--- src/rtl/rb_pkg.sv ---
package rb_pkg;

    localparam logic [1:0] RB_ZERO = 2'b00;
    localparam logic [1:0] RB_POS  = 2'b01;
    localparam logic [1:0] RB_NEG  = 2'b11;

    function automatic logic rb_is_neg(input logic [1:0] d);
        return d[1] & d[0];
    endfunction

    function automatic logic signed [2:0] rb_val(input logic [1:0] d);
        if (!d[0])
            return 3'sd0;
        return d[1] ? -3'sd1 : 3'sd1;
    endfunction

    function automatic logic [1:0] rb_enc(input logic signed [2:0] v);
        logic [1:0] r;
        case (v)
            3'b001:  r = RB_POS;
            3'b111:  r = RB_NEG;
            default: r = RB_ZERO;
        endcase
        return r;
    endfunction

endpackage

--- src/rtl/rb_digit_cell.sv ---
module rb_digit_cell
    import rb_pkg::*;
(
    input  logic [1:0] a_dig,
    input  logic [1:0] b_dig,
    input  logic       low_neg,
    output logic [1:0] xfer,
    output logic [1:0] part
);

    logic signed [2:0] pair_sum;

    always_comb begin
        pair_sum = rb_val(a_dig) + rb_val(b_dig);
        xfer     = RB_ZERO;
        part     = RB_ZERO;
        case (pair_sum)
            3'b010: xfer = RB_POS;
            3'b110: xfer = RB_NEG;
            3'b001: begin
                if (low_neg) begin
                    part = RB_POS;
                end else begin
                    xfer = RB_POS;
                    part = RB_NEG;
                end
            end
            3'b111: begin
                if (low_neg) begin
                    xfer = RB_NEG;
                    part = RB_POS;
                end else begin
                    part = RB_NEG;
                end
            end
            default: begin
                xfer = RB_ZERO;
                part = RB_ZERO;
            end
        endcase
    end

endmodule

--- src/rtl/sm_to_rb.sv ---
module sm_to_rb #(
    parameter int M = 8
) (
    input  logic           sign,
    input  logic [M-1:0]   mag,
    output logic [2*M-1:0] rb
);

    for (genvar i = 0; i < M; i++) begin : g_pair
        assign rb[2*i+1 -: 2] = {sign, mag[i]};
    end

endmodule

--- src/rtl/rb_to_twos.sv ---
module rb_to_twos #(
    parameter int DIGITS = 9
) (
    input  logic [2*DIGITS-1:0] rb,
    output logic [DIGITS:0]     tc
);

    logic [DIGITS-1:0] pos_vec;
    logic [DIGITS-1:0] neg_vec;

    for (genvar i = 0; i < DIGITS; i++) begin : g_split
        assign pos_vec[i] = rb[2*i] & ~rb[2*i+1];
        assign neg_vec[i] = rb[2*i] &  rb[2*i+1];
    end

    assign tc = {1'b0, pos_vec} - {1'b0, neg_vec};

endmodule

--- src/rtl/rb_cf_adder.sv ---
module rb_cf_adder
    import rb_pkg::*;
#(
    parameter int M = 8
) (
    input  logic                 clk,
    input  logic                 rst_n,
    input  logic [2*M-1:0]       a_rb,
    input  logic [2*M-1:0]       b_rb,
    input  logic                 pp_sel,
    input  logic                 pp_sign,
    input  logic [M-1:0]         pp_mag,
    output logic [2*(M+1)-1:0]   sum_rb,
    output logic [M+1:0]         sum_tc
);

    localparam int W_IN  = 2 * M;
    localparam int W_SUM = 2 * (M + 1);
    localparam int W_TC  = M + 2;

    typedef struct packed {
        logic [W_SUM-1:0] sum;
        logic [W_TC-1:0]  tc;
    } out_t;

    out_t st_d, st_q;

    logic [W_IN-1:0]     pp_rb;
    logic [W_IN-1:0]     b_eff;
    logic [M-1:0]        low_neg;
    logic [M-1:0][1:0]   part_w;
    logic [M:0][1:0]     xfer_w;
    logic [W_SUM-1:0]    sum_comb;
    logic [W_TC-1:0]     tc_comb;

    sm_to_rb #(.M(M)) i_sm_to_rb (
        .sign (pp_sign),
        .mag  (pp_mag),
        .rb   (pp_rb)
    );

    assign b_eff     = pp_sel ? pp_rb : b_rb;
    assign xfer_w[0] = RB_ZERO;

    for (genvar i = 0; i < M; i++) begin : g_pos
        if (i == 0) begin : g_lsd
            assign low_neg[i] = 1'b0;
        end else begin : g_upper
            assign low_neg[i] = rb_is_neg(a_rb[2*i-1 -: 2]) | rb_is_neg(b_eff[2*i-1 -: 2]);
        end

        rb_digit_cell i_cell (
            .a_dig   (a_rb[2*i+1 -: 2]),
            .b_dig   (b_eff[2*i+1 -: 2]),
            .low_neg (low_neg[i]),
            .xfer    (xfer_w[i+1]),
            .part    (part_w[i])
        );
    end

    always_comb begin
        sum_comb = '0;
        for (int i = 0; i < M; i++) begin
            sum_comb[2*i+1 -: 2] = rb_enc(rb_val(part_w[i]) + rb_val(xfer_w[i]));
        end
        sum_comb[W_SUM-1 -: 2] = xfer_w[M];
    end

    rb_to_twos #(.DIGITS(M + 1)) i_rb_to_twos (
        .rb (sum_comb),
        .tc (tc_comb)
    );

    always_comb begin
        st_d     = st_q;
        st_d.sum = sum_comb;
        st_d.tc  = tc_comb;
    end

    always_ff @(posedge clk or negedge rst_n) begin
        if (!rst_n) begin
            st_q <= '0;
        end else begin
            st_q <= st_d;
        end
    end

    assign sum_rb = st_q.sum;
    assign sum_tc = st_q.tc;

endmodule

--- config.mk ---
export PLATFORM = sky130hd
export DESIGN_NAME = rb_cf_adder
export DESIGN_NICKNAME = d
export VERILOG_FILES = /design/src/rtl/rb_pkg.sv /design/src/rtl/rb_digit_cell.sv /design/src/rtl/sm_to_rb.sv /design/src/rtl/rb_to_twos.sv /design/src/rtl/rb_cf_adder.sv
export SDC_FILE = /design/constraint.sdc
export NUM_CORES = 1
export LEC_CHECK = 0
export ABC_CLOCK_PERIOD_IN_PS = 1600
export BUFFER_PORTS_ARGS = -buffer_cell sky130_fd_sc_hd__buf_2
export CORE_AREA = 2 2 71 73
export DETAILED_ROUTE_END_ITERATION = 7
export DIE_AREA = 0 0 73 75
export GPL_TIMING_DRIVEN = 0
export PLACE_DENSITY = 0.84
export SLEW_MARGIN = 10
export SYNTH_ARGS = -nofsm -noshare
export SYNTH_HDL_FRONTEND = slang
export SYNTH_SLANG_ARGS = --single-unit
--- constraint.sdc ---
create_clock -name clk -period 1.6 [get_ports clk]
set_input_delay 0.32 -clock clk [delete_from_list [all_inputs] [get_ports clk]]
set_output_delay 0.32 -clock clk [all_outputs]
set_load 0.02 [all_outputs]
### After elaboration in Yosys (flattened, before gate mapping)

Cells that the tools add are included.

| storage, ports and cells | value |
|---|---|
| flip-flop bits (word level) | 28 |
| output and inout bits | 28 |
| word-level logic and storage cells | 231 |
| bits of input ports | 44 |

| cells by class | value |
|---|---|
| bitwise logic cells | 48 |
| multiplexer cells | 108 |
| equality and inequality tests | 48 |
| reduce and logical (&&, ||, !) cells | 9 |
| add/sub/neg operators | 16 |

Operator list:

| operator | count |
|---|---|
| 3-bit 2-to-1 mux | 62 |
| 3-bit equality test (second input constant) | 24 |
| 2-bit one-hot mux with 4 select lines | 7 |
| 3-bit by 1-bit equality test with 1-bit output (second input constant) | 16 |
| 3-bit adder | 15 |
| 2-bit 2-to-1 mux | 22 |
| 2-bit one-hot mux with 2 select lines | 9 |
| 1-bit bitwise AND | 32 |
| 3-bit by 2-bit equality test with 1-bit output (second input constant) | 8 |
| 2-bit OR reduction | 9 |
| 16-bit 2-to-1 mux | 1 |
| 9-bit by 9-bit subtractor with 10-bit output | 1 |
| 1-bit inverter | 9 |
| 1-bit 2-to-1 mux | 7 |
| 1-bit OR | 7 |

### Depth between registers and ports, before layout

| logic depth | value |
|---|---|
| depth after elaboration | 15 |
| mapped depth | 17 |
| mapped depth without buffers | 15 |

### By module

From an unflattened synthesis, not the netlist that was laid out.

| second synthesis, totals | value |
|---|---|
| cells, all modules | 267 |
| area, all modules | 2661.3 um^2 |

By module, submodules not included:

| module | cells each | area an instance (um^2) | seq. area each (um^2) | instances |
|---|---|---|---|---|
| rb_cf_adder | 109 | 1458.9 | 700.7 | 1 |
| rb_digit_cell | 13 | 97.6 | 0.0 | 8 |
| rb_to_twos | 38 | 301.5 | 0.0 | 1 |
| sm_to_rb | 16 | 120.1 | 0.0 | 1 |

### Least setup slack after synthesis

OpenSTA, ideal clock, no wires.

| path | value |
|---|---|
| path kind | input-to-reg |
| start point | input pp_sel |
| end point | register st_q, in the netlist sum_tc[9] |
| slack | -2526 ps |
| cell stages on the path | 15 |
| data arrival time | 3987 ps |
| buffers on the path | 2 |
| library setup time | 139 ps |
| cells stage by stage | clkbuf_1 -> clkbuf_1 -> mux2_1 -> ha_1 -> fa_1 -> xor2_1 -> and2_1 -> ha_1 -> inv_1 -> fa_1 -> nor3b_1 -> a311o_2 -> o211a_4 -> o31ai_4 -> a31oi_1 |

| between the ends | value |
|---|---|
| cells in the longest elaborated chain, start to end | 15 |

RTL lines:

| item | line | RTL |
|---|---|---|
| start: declaration | rb_cf_adder.sv:10 | `input logic pp_sel,` |
| 16-bit 2-to-1 mux (*) | rb_cf_adder.sv:42 | `assign b_eff = pp_sel ? pp_rb : b_rb;` |
| 3-bit 2-to-1 mux (2 in a row) | rb_pkg.sv:14 | `return d[1] ? -3'sd1 : 3'sd1;` |
| 3-bit adder | rb_digit_cell.sv:14 | `pair_sum = rb_val(a_dig) + rb_val(b_dig);` |
| 3-bit by 2-bit equality test with 1-bit output, or another cell as far along | rb_digit_cell.sv:17 | `case (pair_sum)` |
| 2-bit OR reduction (no line) | -- |  |
| 2-bit one-hot mux with 2 select lines or 2-bit 2-to-1 mux (tied branches) | -- |  |
| 3-bit 2-to-1 mux (2 in a row) | rb_pkg.sv:14 |  |
| 3-bit adder (*) | rb_cf_adder.sv:64 | `sum_comb[2*i+1 -: 2] = rb_enc(rb_val(part_w[i]) + rb_val(xfer_w[i]));` |
| 3-bit equality test or 3-bit by 1-bit equality test with 1-bit output (tied branches) | rb_pkg.sv:19 | `case (v)` |
| 2-bit one-hot mux with 2 select lines (*) | rb_pkg.sv:19 |  |
| via i_rb_to_twos.rb[3] | rb_to_twos.sv:4 | `input logic [2*DIGITS-1:0] rb,` |
| 1-bit inverter | rb_to_twos.sv:12 | `assign pos_vec[i] = rb[2*i] & ~rb[2*i+1];` |
| 1-bit bitwise AND | rb_to_twos.sv:12 |  |
| 9-bit by 9-bit subtractor with 10-bit output (*) | rb_to_twos.sv:16 | `assign tc = {1'b0, pos_vec} - {1'b0, neg_vec};` |
| via i_rb_to_twos.tc[9] | rb_to_twos.sv:5 | `output logic [DIGITS:0] tc` |
| end signal: assignment | rb_cf_adder.sv:84 | `st_q <= st_d;` |
| end: declaration | rb_cf_adder.sv:26 | `out_t st_d, st_q;` |

The timed path passes the listed nets; every way through them passes the cells marked *.

### Final worst setup path

| path | value |
|---|---|
| start point | input pp_sel |
| end point | register st_q, in the netlist sum_tc[8] |

| between the ends | value |
|---|---|
| cells in the longest elaborated chain, start to end | 15 |

RTL lines:

| item | line |
|---|---|
| 16-bit 2-to-1 mux (*) | rb_cf_adder.sv:42 |
| 3-bit 2-to-1 mux (2 in a row) | rb_pkg.sv:14 |
| 3-bit adder | rb_digit_cell.sv:14 |
| 3-bit by 2-bit equality test with 1-bit output, or another cell as far along | rb_digit_cell.sv:17 |
| 2-bit OR reduction (no line) | -- |
| 2-bit one-hot mux with 2 select lines or 2-bit 2-to-1 mux (tied branches) | -- |
| 3-bit 2-to-1 mux (2 in a row) | rb_pkg.sv:14 |
| 3-bit adder | rb_cf_adder.sv:64 |
| 3-bit equality test or 3-bit by 1-bit equality test with 1-bit output (tied branches) | rb_pkg.sv:19 |
| 2-bit one-hot mux with 2 select lines | rb_pkg.sv:19 |
| 1-bit inverter | rb_to_twos.sv:12 |
| 1-bit bitwise AND | rb_to_twos.sv:12 |
| 9-bit by 9-bit subtractor with 10-bit output (*) | rb_to_twos.sv:16 |
| via i_rb_to_twos.tc[8] | rb_to_twos.sv:5 |

Marks and branches as above.

==> impl_metrics.csv <==
group,metric,value,unit
yosys,ys_seq_area_share,26.56,%
cts,numCtsBuffers,3,
floorplan,die_area,0.005475,mm²
status,violations,"negative setup slack",
timing,tns,-28130,ps
cts,cts_hold_buffers,0,
setup_path,critical_path_arrival,3760,ps
power,p_comb_share,66.5,%
floorplan,start_util,52.56,%
floorplan,die_w,73,µm
hold_path,hold_class,"in -> async",
floorplan,die_y,75,µm
power,swShare,42.03,%
timing,period_share,225.3,%
cells_and_area,final_nets,437,
global_route,grt_max_degree,27,
power,p_sw,1.849,mW
yosys,syn_nets,337,
detailed_routing,dr.pass1.iters,4,
timing,worst_slack,-2004,ps
place,placed_area,0.003043,mm²
yosys,yosys.area.top_type,"dfrtp_1",
setup_path,crit_path_max_incr_delay,530,ps
detailed_routing,drt_iter0_drc,92,
detailed_routing,vias,2161,
cts,htreeDepth,1,
cts,cts_tree,"yes",
cts,ctsRootBufferMaster,"clkbuf_8",
global_route,grt_usage,19.79,%
timing,rsz0062_at_grt,"true",
power,ir_drop,0.0006001,V
detailed_routing,avgViaCountPerCell,5.376,
yosys,synthFlopType,"dfrtp_1",
detailed_routing,wirelength,6395,µm
global_route,grt_pass1_vias,2062,
yosys,syn-cell-area,0.002450,mm²
setup_path,crit_path_cell_trace,"clkbuf_16, clkbuf_16, mux2_4, ha_4, fa_2, buf_4, buf_6, nand2_4, o21ai_4, ha_4, inv_1, fa_1, o21ai_1, o21a_1, o211a_4, buf_4, o211ai_2, xnor2_1",
place,dpl.hpwl,4096,µm
place,port_buffers,70,
yosys,synth_top_area_share,26.56,%
floorplan,core,0.004661,mm²
floorplan,num_rows,25,
timing,max_freq,277.4,MHz
power,leakage,1.645,nW
setup_path,worstPathMaxFanout,6,
power,pwr_density_cell,1228,mW/mm²
yosys,synth-seq-cells,26,
status,status,"finished with violations",
cells_and_area,drive_above_1_share,52.59,%
yosys,syn_area_per_cell,9.839,µm²
floorplan,io_pins,72,
timing,hold_violations,0,
yosys,synth_area_leaders,"dfrtp_1 27%, fa_1 18%, ha_1 11%",
setup_path,critPathSlowestCell,"fa_2",
cells_and_area,area_growth,46.22,%
power,seq_power_share,21.3,%
yosys,ys_types,38,
detailed_routing,antenna_left,0,
global_route,overflow,0,
cells_and_area,antenna_cells,0,
setup_path,critPathRequiredTime,1750,ps
flow_run,cap_violations,0,
detailed_routing,drc,0,
cts,clk_pin_slew_worst_paths,90,ps
power,finalPower,4.399,mW
setup_path,criticalPathCategory,"in -> reg",
cts,cts_buffer_depth,2,
cts,cts.sinks,26,
cells_and_area,utilization,76.86,%
yosys,postSynth.asyncResetShare,100.0,%
setup_path,end_kind,"flop",
detailed_routing,routedWlPerCell,15.91,µm
yosys,ys_warn_count,0,
global_route,grt_pass1_wl,8583,µm
yosys,synth_edf_count,0,
setup_path,start_kind,"input port",
power,pwr-share-clk,12.2,%
place,finalWeightedCongestion,0.8004,
timing,relSlewSlack,61.14,%
global_route,antenna_found_initial,0,
yosys,synthCells,249,
power,intPower,2.550,mW
cells_and_area,final_area,0.003582,mm²
timing,finalWorstPathRequiredPeriod,3604,ps
timing,worst_pin_slew,582.9,ps
timing,drv_slew,0,
timing,setup_viol,26,
-- sequential cells by signal, indices dropped and copies added, names as in the netlist --
| name | cells |
|---|---|
| sum_rb | 16 |
| sum_tc | 10 |
-- final timing paths --
check                        endpoint  cells past startpoint     start  slack [ps]
worst max-delay path        sum_tc[8]                     18    pp_sel       -2000
max in group asynchronous  sum_rb[10]                      1     rst_n        1170
worst min-delay path        sum_tc[6]                      1     rst_n          40
min in group clk           sum_rb[17]                      3  a_rb[14]         500
-- cells in the final DEF, fill, tap and decap left out, drive strengths merged --
cell type,n
a311o,1
o21ai,27
nor3b,6
ha,22
nor2b,8
clkbuf,5
nor2,5
o211a,1
nand3b,6
nand2,25
bufinv,1
nand3,4
xor2,7
o31ai,2
buf,99
a2bb2oi,1
fa,22
xnor2,5
nor3,1
nor4,1
o21bai,1
or4,1
a31oi,1
inv,33
and2,12
mux2,8
o21a,8
dfrtp,26
nand2b,3
a21oi,4
o211ai,1
a21boi,1
-- synthesized netlist by cell type (2+ instances only) --
cell,instances
a21oi_1,4
and2_1,10
buf_4,2
clkbuf_1,3
dfrtp_1,26
fa_1,22
ha_1,22
inv_1,33
mux2_1,2
mux2_2,6
nand2_1,25
nand2b_1,3
nand3_1,4
nand3b_1,6
nor2_1,5
nor2b_1,8
nor3b_1,5
o21a_1,8
o21ai_0,24
o21ai_1,3
xnor2_1,5
xor2_1,7
-- through the flow --
stage	cells	hold WS [ps]	worst slack, ps
5_1_grt	402	93.35	-2114
2_1_floorplan	249	24.41	-2072
4_1_cts	390	49.58	-2006
3_3_place_gp	373	335.2	-2239
6_report	402	38.72	-2004
3_5_place_dp	373	338.1	-2313
-- critical path: cells and delay by family --
kind	cells	cell delay [ps]
fa+ha+maj	4	1350
compound gates	5	870
buf+inv	6	690
mux	1	320
xor+xnor	1	150
simple gates	1	50
-- cells by family (layout without fill, tap and decap cells) --
family | after synthesis | after routing | share of synthesized area (%)
fa+ha+maj | 44 | 44 | 29.21
compound gates | 48 | 48 | 13.13
buf+inv | 39 | 138 | 6.333
xor+xnor | 12 | 12 | 4.290
flops | 26 | 26 | 26.56
mux | 8 | 8 | 3.677
simple gates | 72 | 72 | 16.80
-- timing repair --
item	CTS	global route
pin swaps	17	30
endpoints found under the setup margin	26	26
gates resized for setup	26	51
buffers inserted	13	13
-- metal layers --
| layer | share of wire, % | global-route usage [%] | vias to the layer above |
|---|---|---|---|
| li1 | - | - | 1005 |
| met1 | 38 | 23.32 | 1059 |
| met2 | 55 | 39.14 | 87 |
| met3 | 4.8 | 0.6693 | 10 |
| met4 | 1.6 | 5.350 | 0 |
| met5 | 0 | 0 | - |
-- power by group through the flow --
stage | logic (mW) | clock network (mW) | registers (mW)
floorplan | 1.44 | 0 | 1.26
global placement | 2.22 | 0 | 0.949
detailed placement | 2.30 | 0 | 0.956
CTS | 2.52 | 0.537 | 0.941
global route | 3.12 | 0.563 | 0.959
finish | 2.92 | 0.538 | 0.937
-- area by class of cell --
class	count	area, µm²
plain buffers	6	85.08
clock buffers	3	41.29
clock inverters	1	30.03
fillers	322	1079
inverters	33	123.9
multi-input cells	184	2019
flip-flops and latches	26	650.6
well taps	54	67.56
repair buffers	95	564.3
Note: power is estimated with default switching activity, not from simulation.
